--- config.mk ---
export PLATFORM = sky130hd
export DESIGN_NAME = sc_tx
export DESIGN_NICKNAME = d
export VERILOG_FILES = /design/src/rtl/sc_tx_pkg.sv /design/src/rtl/sc_tx_fifo.sv /design/src/rtl/sc_tx_bitclk.sv /design/src/rtl/sc_tx_framer.sv /design/src/rtl/sc_tx.sv
export SDC_FILE = /design/constraint.sdc
export NUM_CORES = 1
export LEC_CHECK = 0
export BUFFER_PORTS_ARGS = -buffer_cell sky130_fd_sc_hd__buf_2
export CAP_MARGIN = 5
export CELL_PAD_IN_SITES_DETAIL_PLACEMENT = 2
export CELL_PAD_IN_SITES_GLOBAL_PLACEMENT = 2
export CORE_UTILIZATION = 44
export DETAILED_ROUTE_END_ITERATION = 10
export PLACE_DENSITY = 0.91
export SYNTH_ARGS = -nofsm -noshare
export SYNTH_HDL_FRONTEND = slang
export SYNTH_SLANG_ARGS = --single-unit
--- constraint.sdc ---
create_clock -name clk -period 3.1 [get_ports clk]
set_clock_uncertainty 0.15 [all_clocks]
set_input_delay 0.775 -clock clk [delete_from_list [all_inputs] [get_ports clk]]
set_output_delay 0.775 -clock clk [all_outputs]
set_load 0.005 [all_outputs]
--- src/rtl/sc_tx_pkg.sv ---
package sc_tx_pkg;

    localparam int BYTE_W     = 8;
    localparam int FRAME_BITS = 12;   // start + 8 data + parity + 2 stop

    // Character laid out so that bit 0 goes on the line first.
    typedef struct packed {
        logic [1:0]        stop;
        logic              par;
        logic [BYTE_W-1:0] data;
        logic              start;
    } frame_t;

    function automatic frame_t build_frame(input logic [BYTE_W-1:0] b);
        frame_t f;
        f.stop  = 2'b11;
        f.par   = ^b;          // even parity
        f.data  = b;
        f.start = 1'b0;
        return f;
    endfunction

endpackage

--- src/rtl/sc_tx_fifo.sv ---
module sc_tx_fifo #(
    parameter int DEPTH = 8,
    parameter int WIDTH = 8,
    localparam int AW   = $clog2(DEPTH),
    localparam int CW   = $clog2(DEPTH + 1)
) (
    input  logic             clk,
    input  logic             rst,
    input  logic             push,
    input  logic [WIDTH-1:0] din,
    input  logic             pop,
    input  logic             flush,
    output logic [WIDTH-1:0] dout,
    output logic [CW-1:0]    count
);
    logic [WIDTH-1:0] mem [DEPTH];
    logic [AW-1:0]    wr_ptr, rd_ptr;
    logic             push_ok, pop_ok;

    assign push_ok = push && (count != CW'(DEPTH));
    assign pop_ok  = pop && (count != '0);
    assign dout    = mem[rd_ptr];

    function automatic logic [AW-1:0] next_ptr(input logic [AW-1:0] p);
        return (p == AW'(DEPTH - 1)) ? '0 : p + AW'(1);
    endfunction

    always_ff @(posedge clk) begin
        if (push_ok) mem[wr_ptr] <= din;
    end

    always_ff @(posedge clk) begin
        if (rst || flush) begin
            wr_ptr <= '0;
            rd_ptr <= '0;
            count  <= '0;
        end else begin
            if (push_ok) wr_ptr <= next_ptr(wr_ptr);
            if (pop_ok)  rd_ptr <= next_ptr(rd_ptr);
            count <= count + CW'(push_ok) - CW'(pop_ok);
        end
    end
endmodule

--- src/rtl/sc_tx_bitclk.sv ---
module sc_tx_bitclk #(
    parameter int HALF  = 4,
    localparam int HCW  = (HALF > 1) ? $clog2(HALF) : 1
) (
    input  logic clk,
    input  logic rst,
    input  logic en,
    output logic bclk,
    output logic rise    // high in the cycle before bclk goes high
);
    logic [HCW-1:0] cnt;
    logic           wrap;

    assign wrap = (cnt == HCW'(HALF - 1));
    assign rise = en && wrap && !bclk;

    always_ff @(posedge clk) begin
        if (rst || !en) begin
            cnt  <= '0;
            bclk <= 1'b0;
        end else if (wrap) begin
            cnt  <= '0;
            bclk <= ~bclk;
        end else begin
            cnt <= cnt + HCW'(1);
        end
    end
endmodule

--- src/rtl/sc_tx_framer.sv ---
module sc_tx_framer
    import sc_tx_pkg::*;
#(
    parameter int ETU   = 372,
    localparam int ECW  = $clog2(ETU),
    localparam int MID  = ETU / 2 - 1,
    localparam int LAST = ETU - 1
) (
    input  logic              clk,
    input  logic              rst,
    input  logic              en,
    input  logic              rise,
    input  logic              fifo_empty,
    input  logic [BYTE_W-1:0] fifo_data,
    input  logic              line_in,
    output logic              pop,
    output logic              line_oe,
    output logic              flush
);
    frame_t         shreg;
    logic [3:0]     bit_idx;
    logic [ECW-1:0] etu_cnt;
    logic           active;
    logic           err_pt;

    assign pop = rise && en && !active && !fifo_empty && !flush;

    // Card error check: mid-point of the last stop bit.
    assign err_pt = active && rise && (bit_idx == 4'(FRAME_BITS - 1))
                    && (etu_cnt == ECW'(MID)) && !line_in;

    assign line_oe = active && !shreg.start;

    always_ff @(posedge clk) begin
        if (rst) begin
            active  <= 1'b0;
            shreg   <= '1;
            bit_idx <= '0;
            etu_cnt <= '0;
            flush   <= 1'b0;
        end else begin
            flush <= err_pt;
            if (!en) begin
                active  <= 1'b0;
                etu_cnt <= '0;
            end else if (pop) begin
                active  <= 1'b1;
                shreg   <= build_frame(fifo_data);
                bit_idx <= '0;
                etu_cnt <= '0;
            end else if (active) begin
                if (err_pt) begin
                    active <= 1'b0;
                end else if (rise) begin
                    if (etu_cnt == ECW'(LAST)) begin
                        etu_cnt <= '0;
                        if (bit_idx == 4'(FRAME_BITS - 1)) begin
                            active <= 1'b0;
                        end else begin
                            bit_idx <= bit_idx + 4'd1;
                            shreg   <= {1'b1, shreg[FRAME_BITS-1:1]};
                        end
                    end else begin
                        etu_cnt <= etu_cnt + ECW'(1);
                    end
                end
            end
        end
    end
endmodule

--- src/rtl/sc_tx.sv ---
module sc_tx
    import sc_tx_pkg::*;
#(
    parameter int FIFO_DEPTH = 8,
    parameter int BCLK_HALF  = 4,
    parameter int ETU_BCLKS  = 372,
    localparam int CNT_W     = $clog2(FIFO_DEPTH + 1)
) (
    input  logic       clk,
    input  logic       rst,
    input  logic       sc_en,
    input  logic       wr_en,
    input  logic [7:0] wr_data,
    output logic       wr_ready,
    input  logic       irq_clr,
    input  logic       line_in,
    output logic       line_oe,
    output logic       bclk_out,
    output logic       perr_irq
);
    logic [CNT_W-1:0]  fifo_count;
    logic [BYTE_W-1:0] fifo_dout;
    logic              fifo_empty, fifo_full;
    logic              pop, flush, rise;

    assign fifo_empty = (fifo_count == '0);
    assign fifo_full  = (fifo_count == CNT_W'(FIFO_DEPTH));
    assign wr_ready   = !fifo_full && !flush;

    sc_tx_fifo #(.DEPTH(FIFO_DEPTH), .WIDTH(BYTE_W)) u_fifo (
        .clk   (clk),
        .rst   (rst),
        .push  (wr_en && wr_ready),
        .din   (wr_data),
        .pop   (pop),
        .flush (flush),
        .dout  (fifo_dout),
        .count (fifo_count)
    );

    sc_tx_bitclk #(.HALF(BCLK_HALF)) u_bclk (
        .clk  (clk),
        .rst  (rst),
        .en   (sc_en),
        .bclk (bclk_out),
        .rise (rise)
    );

    sc_tx_framer #(.ETU(ETU_BCLKS)) u_frm (
        .clk        (clk),
        .rst        (rst),
        .en         (sc_en),
        .rise       (rise),
        .fifo_empty (fifo_empty),
        .fifo_data  (fifo_dout),
        .line_in    (line_in),
        .pop        (pop),
        .line_oe    (line_oe),
        .flush      (flush)
    );

    always_ff @(posedge clk) begin
        if (rst)          perr_irq <= 1'b0;
        else if (flush)   perr_irq <= 1'b1;
        else if (irq_clr) perr_irq <= 1'b0;
    end
endmodule

# After elaboration in Yosys (flattened, before gate mapping)
# Memories as Yosys holds them, arrays and structs flattened. A register that Yosys moved wholly into a read port is not among the register bits.
# Index checks and enable logic that the tools add are counted.
# totals
register_bits	41
mem_bits_rw	64
inputBits	14
output_inout_bits	4
word_cells	99
mem_count	1
# mem_list
name	depth	word_bits	rd	rd_clocked_by_memory_dff	wr	line_no	source
u_fifo.mem	8	8	1	1	1	sc_tx_fifo.sv:16	logic [WIDTH-1:0] mem [DEPTH];
# op_classes
add_sub_neg	7
n_eq_ne	10
n_mux	27
bitwise	3
n_reduce_logical	37
# ops
cell	count
$mux 12	6
$mux 4	6
$logic_and 1x1->1	15
$mux 3	4
$mux 1	10
$add 9x1->9 const B	1
$eq 9x8->1 const B	1
$eq 9x9->1 const B	1
$mux 9	1
$eq 4x4->1 const B	2
$logic_not 1->1	8
$reduce_bool 2->1	4
$reduce_xor 8->1	1
$add 3x1->3 const B	2
$eq 3x3->1 const B	2
$reduce_and 6->1	1
$add 4x1->4	1
$add 4x1->4 const B	1
$logic_not 4->1	1
$ne 2x2->1 const B	2
$ne 4x4->1 const B	1
$reduce_bool 4->1	1
$reduce_or 2->1	2
$sub 4x1->4	1
6 further kinds	9

# Logic depth before layout (Yosys ltp)
# Gate-level depths: netlist (run 1).
# logic_depth
ltp_word	10
ltp_mapped	12
depth_no_buf	11

# By module
# A second synthesis (run 1) with hierarchy kept.
# unflattened
hier_cells	353
area_unflattened_um2	4793.3
# by_module_without_submodules
mod	n_inst	cells_each	area_each_um2	seq_area_each_um2
sc_tx_fifo	1	171	3191.8	2182.1
sc_tx_framer	1	162	1408.9	500.5
sc_tx_bitclk	1	11	118.9	60.1
sc_tx	1	9	73.8	20.0

# Worst setup path after synthesis (run 1)
# Ideal clock, no wire load.
# synth_timing
kind	input to register
startpoint	in sc_en
endpoint	reg u_fifo.count[3]
setup_time_ps	128
t_arrival_ps	2610
t_required_ps	2822
setup_slack_ps	212
path_stages	10
n_path_buf	1
path_cell_list	nand2_1 or4_1 a21oi_1 clkbuf_1 nand2b_1 ha_1 a21o_1 a21oi_1 xnor2_1 nor2_1
# synth_between
elab_chain_len	8
# synth_rtl
item	line_no	source
start, declared	sc_tx.sv:11	input logic sc_en,
$logic_and 1x1->1 (2 in series)	sc_tx_bitclk.sv:15	assign rise = en && wrap && !bclk;
$logic_and 1x1->1 * (4 in series)	sc_tx_framer.sv:26	assign pop = rise && en && !active && !fifo_empty && !flush;
$logic_and 1x1->1 *	sc_tx_fifo.sv:21	assign pop_ok = pop && (count != '0);
$sub 4x1->4 *	sc_tx_fifo.sv:40	count <= count + CW'(push_ok) - CW'(pop_ok);
end signal, assigned	sc_tx_fifo.sv:40	
end, declared	sc_tx_fifo.sv:14	output logic [CW-1:0] count
# Mark *: on every way between the ends. The rest lies on a longest branch, timed or not.
# A chain may end at the register's enable or synchronous reset.

# Final worst setup path (run 1)
# layout_timing
startpoint	reg u_bclk.cnt[0]
endpoint	reg u_fifo.count[3]
# layout_between
elab_chain_len	9
# layout_rtl
item	line_no	source
start, declared	sc_tx_bitclk.sv:11	logic [HCW-1:0] cnt;
start signal, assigned	sc_tx_bitclk.sv:25	cnt <= cnt + HCW'(1);
$eq 2x2->1	sc_tx_bitclk.sv:14	assign wrap = (cnt == HCW'(HALF - 1));
$logic_and 1x1->1 (2 in series)	sc_tx_bitclk.sv:15	
$logic_and 1x1->1 (4 in series)	sc_tx_framer.sv:26	
$logic_and 1x1->1	sc_tx_fifo.sv:21	
$sub 4x1->4	sc_tx_fifo.sv:40	
# No other way between the ends.

==> report_table.html, run 1 <==
<table>
<tr><th>Metric</th><th>Value</th></tr>
<tr><th colspan="2">Outcome</th></tr>
<tr><td>Outcome</td><td>finished clean</td></tr>
<tr><th colspan="2">STA</th></tr>
<tr><td>Post-route clock period utilization</td><td>about nine tenths</td></tr>
<tr><td>Final count of pins violating max slew</td><td>0</td></tr>
<tr><td>Maximum operating frequency</td><td>between 300 and 400 MHz</td></tr>
<tr><td>Remaining max-slew budget at the tightest pin</td><td>between 60% and 70%</td></tr>
<tr><td>RSZ-0062 raised after global routing</td><td>no</td></tr>
<tr><td>Sum of negative setup slack</td><td>0 ps</td></tr>
<tr><td>Fin crit period</td><td>between 2000 and 3000 ps</td></tr>
<tr><td>Setup slack after layout</td><td>362.4 ps</td></tr>
<tr><td>Slew at the pin with the worst max-slew slack</td><td>about 600 ps</td></tr>
<tr><td>Count of final setup violators</td><td>0</td></tr>
<tr><td>Final-report hold violation count</td><td>0</td></tr>
<tr><th colspan="2">Floorplan</th></tr>
<tr><td>Die ar.</td><td>approximately 11,000 sq um</td></tr>
<tr><td>Initial cell density of the core</td><td>45.65%</td></tr>
<tr><td>Die outline width</td><td>102.9 microns</td></tr>
<tr><td>Height of the die</td><td>102.9 microns</td></tr>
<tr><td>Top-Level Pins</td><td>18</td></tr>
<tr><td>Core area</td><td>between 9000 and 10,000 sq um</td></tr>
<tr><td>Number of standard-cell rows in the floorplan</td><td>36</td></tr>
<tr><th colspan="2">Place</th></tr>
<tr><td>HPWL reported at the end of detailed placement</td><td>roughly 7.5 mm</td></tr>
<tr><td>Post-place setup slack</td><td>122.6 ps</td></tr>
<tr><td>Count of port buffers added during placement</td><td>17</td></tr>
<tr><td>Placer congestion estimate</td><td>around 0.72</td></tr>
<tr><th colspan="2">Synthesis</th></tr>
<tr><td>Library cell with the largest summed area after synthesis</td><td>edfxtp_1</td></tr>
<tr><td>Synthesis-stage register bit count</td><td>106</td></tr>
<tr><td>Leading register cell type out of synthesis</td><td>edfxtp_1</td></tr>
<tr><td>Largest cells by area after synthesis</td><td>edfxtp_1 43%, dfxtp_1 19%, mux4_1 4.7%, mux4_2 4.0%, ha_1 3.6%</td></tr>
<tr><td>Number of instances in the synthesized netlist</td><td>roughly 320</td></tr>
<tr><td>Avg Synthesized Cell Area</td><td>between 10 and 15 sq um</td></tr>
<tr><td>Post-Synthesis Net Count</td><td>352</td></tr>
<tr><td>EDFF count, synth</td><td>64</td></tr>
<tr><td>Number of distinct library cell variants in the gate-level netlist after synthesis</td><td>a little over 40</td></tr>
<tr><td>Fraction of registers with async set or reset after synthesis</td><td>0%</td></tr>
<tr><td>Post-synthesis instance area</td><td>4483 sq um</td></tr>
<tr><td>Yosys top cell area share</td><td>42.87%</td></tr>
<tr><td>Post-synthesis sequential area ratio</td><td>between 60% and 70%</td></tr>
<tr><td>Number of warnings issued by yosys</td><td>0</td></tr>
<tr><th colspan="2">Critical path</th></tr>
<tr><td>Crit. End Element</td><td>flip-flop</td></tr>
<tr><td>Data arrival time of the worst path</td><td>2850 ps</td></tr>
<tr><td>Beginning of the worst register-to-register path</td><td>u_bclk.cnt[0]$_SDFF_PP0_</td></tr>
<tr><td>Critical Path Slowest Stage Cell</td><td>or4_1</td></tr>
<tr><td>Required time of the critical path</td><td>3220 ps</td></tr>
<tr><td>CP max stage delay</td><td>approximately 500 ps</td></tr>
<tr><td>Type of the worst setup path</td><td>flip-flop to flip-flop</td></tr>
<tr><td>Nature of the critical path startpoint</td><td>flip-flop</td></tr>
<tr><td>Critical path startpoint</td><td>u_bclk.cnt[0]$_SDFF_PP0_</td></tr>
<tr><td>Max FO, Critical Path</td><td>5</td></tr>
<tr><td>Chain of cells forming the critical path</td><td>ha_1 &gt; nand2_1 &gt; or4_1 &gt; a21oi_1 &gt; nand2b_1 &gt; ha_1 &gt; a21o_1 &gt; a21oi_1 &gt; xnor2_1 &gt; nor2_1</td></tr>
<tr><th colspan="2">Global routing</th></tr>
<tr><td>Total routing usage reported by global routing</td><td>a little over a fifth</td></tr>
<tr><td>Maximum number of pins on one net before global-route repair</td><td>21</td></tr>
<tr><td>GR Overflow Total</td><td>0</td></tr>
<tr><td>Initial antenna violation count</td><td>0</td></tr>
<tr><td>Number of global-route vias before repair</td><td>between 2,000 and 3,000</td></tr>
<tr><td>Wire length of the first global-routing pass</td><td>roughly 16 mm</td></tr>
<tr><th colspan="2">Hold path</th></tr>
<tr><td>Worst min-delay path class</td><td>flip-flop to flip-flop</td></tr>
<tr><td>Min-delay src</td><td>u_bclk.cnt[0]$_SDFF_PP0_</td></tr>
<tr><th colspan="2">Pwr</th></tr>
<tr><td>Pwr per Cell Area</td><td>553.7 nW/um^2</td></tr>
<tr><td>Static Leakage</td><td>1.668 nW</td></tr>
<tr><td>Worst VDD drop</td><td>346.3 uV</td></tr>
<tr><th colspan="2">Clock network</th></tr>
<tr><td>CTS max path bufs</td><td>2</td></tr>
<tr><td>Reg clk slew, reported paths</td><td>about 110 ps</td></tr>
<tr><td>Root cell of the clock tree</td><td>clkbuf_8</td></tr>
<tr><td>Buffers inserted by post-CTS timing repair</td><td>0</td></tr>
<tr><td>Number of CTS-inserted buffers</td><td>9</td></tr>
<tr><td>Insertion delay to the later sink of the worst-skew pair</td><td>~380 ps</td></tr>
<tr><td>Post-CTS Resized</td><td>0</td></tr>
<tr><td>Clock sink total</td><td>about 110</td></tr>
<tr><td>TritonCTS clock tree</td><td>yes</td></tr>
<tr><td>Deepest level of the CTS H-tree</td><td>3</td></tr>
<tr><td>Hold-fix buffer count after cts</td><td>0</td></tr>
<tr><th colspan="2">Routing</th></tr>
<tr><td>Detailed Routing Iterations Pass 1</td><td>7</td></tr>
<tr><td>Detail-routed via count per cell</td><td>about 5.4</td></tr>
<tr><td>Residual DRC count</td><td>0</td></tr>
<tr><td>Overall via count from detail_route</td><td>2,654</td></tr>
<tr><td>1st-iter DRT viols</td><td>45</td></tr>
<tr><td>Count of nets left with antenna violations after detail routing</td><td>0</td></tr>
<tr><td>Wire length per cell after detailed routing</td><td>~21 microns</td></tr>
<tr><td>Total wirelength of the detailed-routed design</td><td>a little over 10 mm</td></tr>
<tr><th colspan="2">Final layout</th></tr>
<tr><td>Area overhead of the layout relative to synthesis</td><td>10.05%</td></tr>
<tr><td># nets final</td><td>380</td></tr>
<tr><td>Register cell area after layout</td><td>2763 sq um</td></tr>
<tr><td>Final-layout fill cell count</td><td>between 900 and 1,000</td></tr>
<tr><td>Proportion of layout cells with a drive suffix above 1</td><td>between 10% and 20%</td></tr>
<tr><td>Antenna Diode Count</td><td>0</td></tr>
<tr><td>Multi-input combinational cell area</td><td>about 1600 sq um</td></tr>
<tr><th colspan="2">Flow run</th></tr>
<tr><td>Number of max-cap violations</td><td>0</td></tr>
</table>
## cells in the final DEF (no fill, tap or decap), types with 11 or more instances in the layout
master     n
dfxtp_1   42
mux2i_1   16
nor2_1    28
buf_4     12
buf_2     17
xnor2_1   14
nor3_1    11
a21oi_1   13
ha_1      13
nand2_1   32
edfxtp_1  64
## cell usage after synthesis (all sizes together) (4+ instances only)
cell type,count
a21o,10
a21oi,13
buf,5
clkbuf,7
dfxtp,42
edfxtp,64
ha,13
inv,8
mux2i,18
mux4,16
nand2,32
nand2b,4
nand4,4
nor2,28
nor3,11
xnor2,14
xor2,7
## worst max-delay path: cells and delay by family, from the launching register on
kind	cells	cell delay, ps
AND/OR/NAND/NOR	4	800
XOR/XNOR	1	150
flip-flops	1	360
adder cells (fa/ha/maj)	2	550
AO/OA/AOI/OAI	3	610
## routing by layer
layer | up-vias | track usage [%] | wire [microns]
li1 | 1240 | - | -
met1 | 1361 | 24.83 | 4252
met2 | 38 | 40.72 | 5688
met3 | 15 | 4.542 | 220
met4 | 0 | 8.234 | 180
met5 | - | 0 | 0
## power breakdown
part | internal, mW | switching (mW)
combinational | 0.132 | 0.180
sequential | 1.55 | 0.0300
clock | 0.314 | 0.524
## area by class of cell
class,count,share of cell area (%)
tap,133,3.373
timing repair buffer,29,3.551
sequential,106,56.00
clock inverter,7,1.471
clock buffer,9,2.511
multi-input combinational,197,32.41
inverter,9,0.6848
## per-stage QoR
step / power, mW / area (sq um) / hold WS [ps] / util (%) / instances
2_1_floorplan: 1.813 / 4483 / 254.3 / - / 324
3_3_place_gp: 1.891 / 4737 / 264.5 / 48.24 / 474
5_1_grt: 2.833 / 4933 / 329.5 / 50.24 / 490
6_report: 2.731 / 4933 / 306.8 / 50.24 / 490
3_5_place_dp: 1.931 / 4737 / 276.6 / 48.24 / 474
4_1_cts: 2.757 / 4933 / 312.2 / 50.24 / 490
## state kept, by name, indices dropped and copies added, names as in the netlist, named ones only
signal	count
u_bclk.cnt	2
u_bclk.bclk	1
u_fifo.rd_ptr	3
u_frm.etu_cnt	9
u_frm.active	1
u_fifo.wr_ptr	3
perr_irq	1
u_frm.flush	1
u_fifo.mem	64
u_frm.bit_idx	4
u_fifo.count	4
u_frm.shreg	10
## worst paths after layout
| check | end | slack (ps) | depth (start not counted) |
|---|---|---|---|
| min reg2reg | u_bclk.cnt[0]$_SDFF_PP0_ | 310 | 1 |
| min | u_bclk.cnt[0]$_SDFF_PP0_ | 310 | 1 |
| max | u_fifo.count[3]$_SDFF_PP0_ | 360 | 10 |
| max reg2reg | u_fifo.count[3]$_SDFF_PP0_ | 360 | 10 |
## cells by family after synthesis
| group | count (synthesis) | synth area share [%] |
|---|---|---|
| AO/OA/AOI/OAI | 27 | 3.740 |
| XOR/XNOR | 21 | 4.103 |
| adder cells (fa/ha/maj) | 14 | 4.075 |
| buffers and inverters | 21 | 2.707 |
| flip-flops | 106 | 61.62 |
| multiplexers | 34 | 12.89 |
| AND/OR/NAND/NOR | 101 | 10.86 |
No activity file was read; power rests on OpenSTA's default activity.
==> inputs of run 2 (changes only) <==
SYNTH_HIERARCHICAL = 1   (was default)
==> run 2 against run 1 <==
Against the previous run: first-iteration DRC count rose by 140%; setup slack got worse by 250 ps; cell count rose by 6.9%; global-route usage rose by 1.7 points; largest cell class unchanged; clock power rose by 8.7%; area after synthesis rose by 6.9%; synthesized cell count rose by 9.0%; power rose by 13%; utilization rose by 0.33 points; non-clock buffer count rose by 4; flip-flop and latch count did not move; final area rose by 7.3%.
==> report_table.html, run 2 <==
<table>
<tr><th>Metric</th><th>Value</th></tr>
<tr><th colspan="2">Place</th></tr>
<tr><td>HPWL reported at the end of detailed placement</td><td>8.651 mm (was 7.521 mm)</td></tr>
<tr><td>Placer congestion estimate</td><td>0.8105 (was 0.7217)</td></tr>
<tr><td>Count of port buffers added during placement</td><td>17 (unchanged)</td></tr>
<tr><td>Post-place setup slack</td><td>35.81 ps (was 122.6 ps)</td></tr>
<tr><th colspan="2">Critical path</th></tr>
<tr><td>Chain of cells forming the critical path</td><td>ha_1 &gt; nand2_1 &gt; nor2_1 &gt; nor4b_2 &gt; nand2_1 &gt; inv_1 &gt; nand2_2 &gt; xor2_1 &gt; ha_1 &gt; fa_1 &gt; xnor2_1 &gt; nor3_1 (was ha_1 &gt; nand2_1 &gt; or4_1 &gt; a21oi_1 &gt; nand2b_1 &gt; ha_1 &gt; a21o_1 &gt; a21oi_1 &gt; xnor2_1 &gt; nor2_1)</td></tr>
<tr><td>Critical Path Slowest Stage Cell</td><td>fa_1 (was or4_1)</td></tr>
<tr><td>Max FO, Critical Path</td><td>4 (was 5)</td></tr>
<tr><td>Required time of the critical path</td><td>3280 ps (was 3220 ps)</td></tr>
<tr><td>Critical path startpoint</td><td>u_bclk/cnt[0]$_SDFF_PP0_ (was u_bclk.cnt[0]$_SDFF_PP0_)</td></tr>
<tr><td>Nature of the critical path startpoint</td><td>flip-flop (unchanged)</td></tr>
<tr><td>Crit. End Element</td><td>flip-flop (unchanged)</td></tr>
<tr><td>Data arrival time of the worst path</td><td>3170 ps (was 2850 ps)</td></tr>
<tr><td>CP max stage delay</td><td>420 ps (was 490 ps)</td></tr>
<tr><td>Type of the worst setup path</td><td>flip-flop to flip-flop (unchanged)</td></tr>
<tr><td>Setup slack on the worst flop-to-flop path</td><td>110 ps (was 360 ps)</td></tr>
<tr><td>Beginning of the worst register-to-register path</td><td>u_bclk/cnt[0]$_SDFF_PP0_ (was u_bclk.cnt[0]$_SDFF_PP0_)</td></tr>
<tr><th colspan="2">Clock network</th></tr>
<tr><td>Reg clk slew, reported paths</td><td>120 ps (was 110 ps)</td></tr>
<tr><td>Buffers inserted by post-CTS timing repair</td><td>0 (unchanged)</td></tr>
<tr><td>Clock sink total</td><td>106 (unchanged)</td></tr>
<tr><td>Root cell of the clock tree</td><td>clkbuf_8 (unchanged)</td></tr>
<tr><td>CTS max path bufs</td><td>2 (unchanged)</td></tr>
<tr><td>TritonCTS clock tree</td><td>yes (unchanged)</td></tr>
<tr><td>Hold-fix buffer count after cts</td><td>0 (unchanged)</td></tr>
<tr><td>Deepest level of the CTS H-tree</td><td>3 (unchanged)</td></tr>
<tr><td>Post-CTS Resized</td><td>0 (unchanged)</td></tr>
<tr><td>Insertion delay to the later sink of the worst-skew pair</td><td>400 ps (was 380 ps)</td></tr>
<tr><td>Number of CTS-inserted buffers</td><td>9 (unchanged)</td></tr>
<tr><th colspan="2">Synthesis</th></tr>
<tr><td>Post-synthesis sequential area ratio</td><td>57.64% (was 61.62%)</td></tr>
<tr><td>Largest cells by area after synthesis</td><td>edfxtp_1 40%, dfxtp_1 18%, mux4_1 8.2%, ha_1 3.4%, mux2i_1 2.3% (was edfxtp_1 43%, dfxtp_1 19%, mux4_1 4.7%, mux4_2 4.0%, ha_1 3.6%)</td></tr>
<tr><td>Yosys top cell area share</td><td>40.09% (was 42.87%)</td></tr>
<tr><td>Library cell with the largest summed area after synthesis</td><td>edfxtp_1 (unchanged)</td></tr>
<tr><td>Post-Synthesis Net Count</td><td>381 (was 352)</td></tr>
<tr><td>Number of distinct library cell variants in the gate-level netlist after synthesis</td><td>64 (was 41)</td></tr>
<tr><td>Synthesis-stage register bit count</td><td>106 (unchanged)</td></tr>
<tr><td>Avg Synthesized Cell Area</td><td>13.58 sq um (was 13.84 sq um)</td></tr>
<tr><td>Most frequent cell after synthesis</td><td>edfxtp_1 (unchanged)</td></tr>
<tr><td>Leading register cell type out of synthesis</td><td>edfxtp_1 (unchanged)</td></tr>
<tr><td>Post-synthesis instance area</td><td>4793 sq um (was 4483 sq um)</td></tr>
<tr><td>Fraction of registers with async set or reset after synthesis</td><td>0% (unchanged)</td></tr>
<tr><td>EDFF count, synth</td><td>64 (unchanged)</td></tr>
<tr><td>Top cells by count, synth</td><td>64 x edfxtp_1, 42 x dfxtp_1, 22 x nand2_1, 20 x nor2_1, 19 x nand3_1 (was 64 x edfxtp_1, 42 x dfxtp_1, 32 x nand2_1, 28 x nor2_1, 16 x mux2i_1)</td></tr>
<tr><td>Number of warnings issued by yosys</td><td>6 (was 0)</td></tr>
<tr><td>Number of instances in the synthesized netlist</td><td>353 (was 324)</td></tr>
<tr><th colspan="2">Routing</th></tr>
<tr><td>1st-iter DRT viols</td><td>108 (was 45)</td></tr>
<tr><td>Overall via count from detail_route</td><td>3,072 (was 2,654)</td></tr>
<tr><td>Detailed Routing Iterations Pass 1</td><td>4 (was 7)</td></tr>
<tr><td>Residual DRC count</td><td>0 (unchanged)</td></tr>
<tr><td>Count of nets left with antenna violations after detail routing</td><td>0 (unchanged)</td></tr>
<tr><td>Total wirelength of the detailed-routed design</td><td>12.20 mm (was 10.34 mm)</td></tr>
<tr><td>Wire length per cell after detailed routing</td><td>23.27 microns (was 21.11 microns)</td></tr>
<tr><td>Detail-routed via count per cell</td><td>5.863 (was 5.416)</td></tr>
<tr><th colspan="2">Pwr</th></tr>
<tr><td>Pwr per Cell Area</td><td>583.2 nW/um^2 (was 553.7 nW/um^2)</td></tr>
<tr><td>Reg power frac</td><td>53.4% (was 57.9%)</td></tr>
<tr><td>Switch Pwr</td><td>0.9274 mW (was 0.7346 mW)</td></tr>
<tr><td>Worst VDD drop</td><td>459.0 uV (was 346.3 uV)</td></tr>
<tr><td>Cell internal power dissipation</td><td>2.159 mW (was 1.997 mW)</td></tr>
<tr><td>Total power</td><td>3.086 mW (was 2.731 mW)</td></tr>
<tr><td>Combinational share of power</td><td>17.0% (was 11.4%)</td></tr>
<tr><td>Clock share of power</td><td>29.5% (was 30.7%)</td></tr>
<tr><td>Switching part of the total power</td><td>30.05% (was 26.90%)</td></tr>
<tr><td>Static Leakage</td><td>1.874 nW (was 1.668 nW)</td></tr>
<tr><th colspan="2">Final layout</th></tr>
<tr><td>Flip-flop count of the largest register after layout</td><td>64 (unchanged)</td></tr>
<tr><td>Area overhead of the layout relative to synthesis</td><td>10.39% (was 10.05%)</td></tr>
<tr><td>Most frequent standard cell in the layout excluding fill and tap cells</td><td>edfxtp_1 (unchanged)</td></tr>
<tr><td>Proportion of layout cells with a drive suffix above 1</td><td>19.33% (was 15.69%)</td></tr>
<tr><td>Multi-input combinational cell area</td><td>1906 sq um (was 1599 sq um)</td></tr>
<tr><td># nets final</td><td>411 (was 380)</td></tr>
<tr><td>Largest registers</td><td>u_fifo/mem x64, u_frm/shreg x10, u_frm/etu_cnt x9 (was u_fifo.mem x64, u_frm.shreg x10, u_frm.etu_cnt x9)</td></tr>
<tr><td>Final-layout fill cell count</td><td>1,037 (was 975)</td></tr>
<tr><td>Register cell area after layout</td><td>2763 sq um (unchanged)</td></tr>
<tr><td>Commonest cells after routing, fill and taps aside</td><td>64 x edfxtp_1, 42 x dfxtp_1, 22 x nand2_1 (was 64 x edfxtp_1, 42 x dfxtp_1, 32 x nand2_1)</td></tr>
<tr><td>Antenna Diode Count</td><td>0 (unchanged)</td></tr>
<tr><td>Final core area utilization</td><td>50.57% (was 50.24%)</td></tr>
<tr><td>Largest Register</td><td>u_fifo/mem (was u_fifo.mem)</td></tr>
<tr><th colspan="2">Floorplan</th></tr>
<tr><td>Initial cell density of the core</td><td>45.81% (was 45.65%)</td></tr>
<tr><td>Top-Level Pins</td><td>18 (unchanged)</td></tr>
<tr><td>Die ar.</td><td>11,320 sq um (was 10,600 sq um)</td></tr>
<tr><td>Core area</td><td>10,460 sq um (was 9819 sq um)</td></tr>
<tr><td>Height of the die</td><td>106.4 microns (was 102.9 microns)</td></tr>
<tr><td>Number of standard-cell rows in the floorplan</td><td>37 (was 36)</td></tr>
<tr><td>Die outline width</td><td>106.4 microns (was 102.9 microns)</td></tr>
<tr><th colspan="2">STA</th></tr>
<tr><td>RSZ-0062 raised after global routing</td><td>no (unchanged)</td></tr>
<tr><td>Post-route clock period utilization</td><td>96.31% (was 88.31%)</td></tr>
<tr><td>Remaining max-slew budget at the tightest pin</td><td>48.89% (was 60.36%)</td></tr>
<tr><td>Final-report hold violation count</td><td>0 (unchanged)</td></tr>
<tr><td>Slew at the pin with the worst max-slew slack</td><td>766.6 ps (was 590.7 ps)</td></tr>
<tr><td>Setup slack after layout</td><td>114.3 ps (was 362.4 ps)</td></tr>
<tr><td>Final count of pins violating max slew</td><td>0 (unchanged)</td></tr>
<tr><td>Sum of negative setup slack</td><td>0 ps (unchanged)</td></tr>
<tr><td>Maximum operating frequency</td><td>334.9 MHz (was 365.3 MHz)</td></tr>
<tr><td>Count of final setup violators</td><td>0 (unchanged)</td></tr>
<tr><td>Fin crit period</td><td>2986 ps (was 2738 ps)</td></tr>
<tr><th colspan="2">Global routing</th></tr>
<tr><td>Initial antenna violation count</td><td>0 (unchanged)</td></tr>
<tr><td>Total routing usage reported by global routing</td><td>23.66% (was 21.97%)</td></tr>
<tr><td>Number of global-route vias before repair</td><td>3,485 (was 2,976)</td></tr>
<tr><td>Wire length of the first global-routing pass</td><td>19.38 mm (was 16.26 mm)</td></tr>
<tr><td>Maximum number of pins on one net before global-route repair</td><td>24 (was 21)</td></tr>
<tr><td>GR Overflow Total</td><td>0 (unchanged)</td></tr>
<tr><th colspan="2">Flow run</th></tr>
<tr><td>Number of max-cap violations</td><td>0 (unchanged)</td></tr>
<tr><th colspan="2">Outcome</th></tr>
<tr><td>Outcome</td><td>finished clean (unchanged)</td></tr>
<tr><th colspan="2">Hold path</th></tr>
<tr><td>Min-delay src</td><td>u_bclk/cnt[0]$_SDFF_PP0_ (was u_bclk.cnt[0]$_SDFF_PP0_)</td></tr>
<tr><td>Worst min-delay path class</td><td>flip-flop to flip-flop (unchanged)</td></tr>
</table>
==> run 2: changes by cell type after synthesis, sizes merged, moves of 4 or more <==
cell | previous run | this run
nor2 | 28 | 20
nand3 | 2 | 19
nand2 | 32 | 24
a21o | 10 | 1
mux2 | 0 | 8
a31oi | 1 | 11
xnor2 | 14 | 9
xor2 | 7 | 3
mux2i | 18 | 11
o21ai | 1 | 12
==> run 2: critical path, delay by kind of cell, from the launching register on <==
kind | cells | cell delay [ps]
simple gates | 6 | 1010
fa+ha+maj | 3 | 930
flops | 1 | 360
xor+xnor | 2 | 320
buf+inv | 1 | 170
==> run 2: routing by layer <==
layer | share of wire (%) | vias up | global-route usage (%)
met4 | 2.1 | 0 | 8.631
met2 | 54 | 44 | 43.00
li1 | - | 1417 | -
met5 | 0 | - | 0
met3 | 2.8 | 15 | 5.518
met1 | 41 | 1596 | 26.89
==> run 2: cell families after synthesis <==
| family | Yosys count | share of synthesized area (%) |
|---|---|---|
| compound gates | 48 | 6.343 |
| xor+xnor | 12 | 2.193 |
| fa+ha+maj | 14 | 3.811 |
| buf+inv | 22 | 2.610 |
| flops | 106 | 57.64 |
| mux | 35 | 12.87 |
| simple gates | 116 | 14.54 |
==> run 2: power by group through the flow <==
stage          sequential (mW)  clock, mW  combinational (mW)
2_1_floorplan             1.66          0               0.352
3_3_place_gp              1.67          0               0.463
3_5_place_dp              1.68          0               0.519
4_1_cts                   1.65      0.940               0.530
5_1_grt                   1.66      0.982               0.566
6_report                  1.65      0.912               0.526
==> run 2: worst paths after layout <==
kind / to / depth (start not counted)
worst max register to register: u_fifo/count[2]$_SDFF_PP0_ / 12
worst max-delay path: u_fifo/count[2]$_SDFF_PP0_ / 12
worst min register to register: u_bclk/cnt[0]$_SDFF_PP0_ / 1
worst min-delay path: u_bclk/cnt[0]$_SDFF_PP0_ / 1
==> run 2: layout make-up <==
cell class / instances / area share (%)
Clock buffer: 9 / 2.341
Multi-Input combinational cell: 225 / 36.01
Tap cell: 136 / 3.216
Inverter: 8 / 0.5675
Timing Repair Buffer: 33 / 3.878
Sequential cell: 106 / 52.21
Clock inverter: 7 / 1.773
==> run 2: metrics by stage <==
| step | cells | cell area, sq um | hold slack, ps |
|---|---|---|---|
| floorplan | 353 | 4793 | 251.6 |
| CTS | 524 | 5291 | 290.5 |
| global placement | 508 | 5074 | 258.6 |
| finish | 524 | 5291 | 290.8 |
| detailed placement | 508 | 5074 | 268.7 |
| global route | 524 | 5291 | 312.6 |
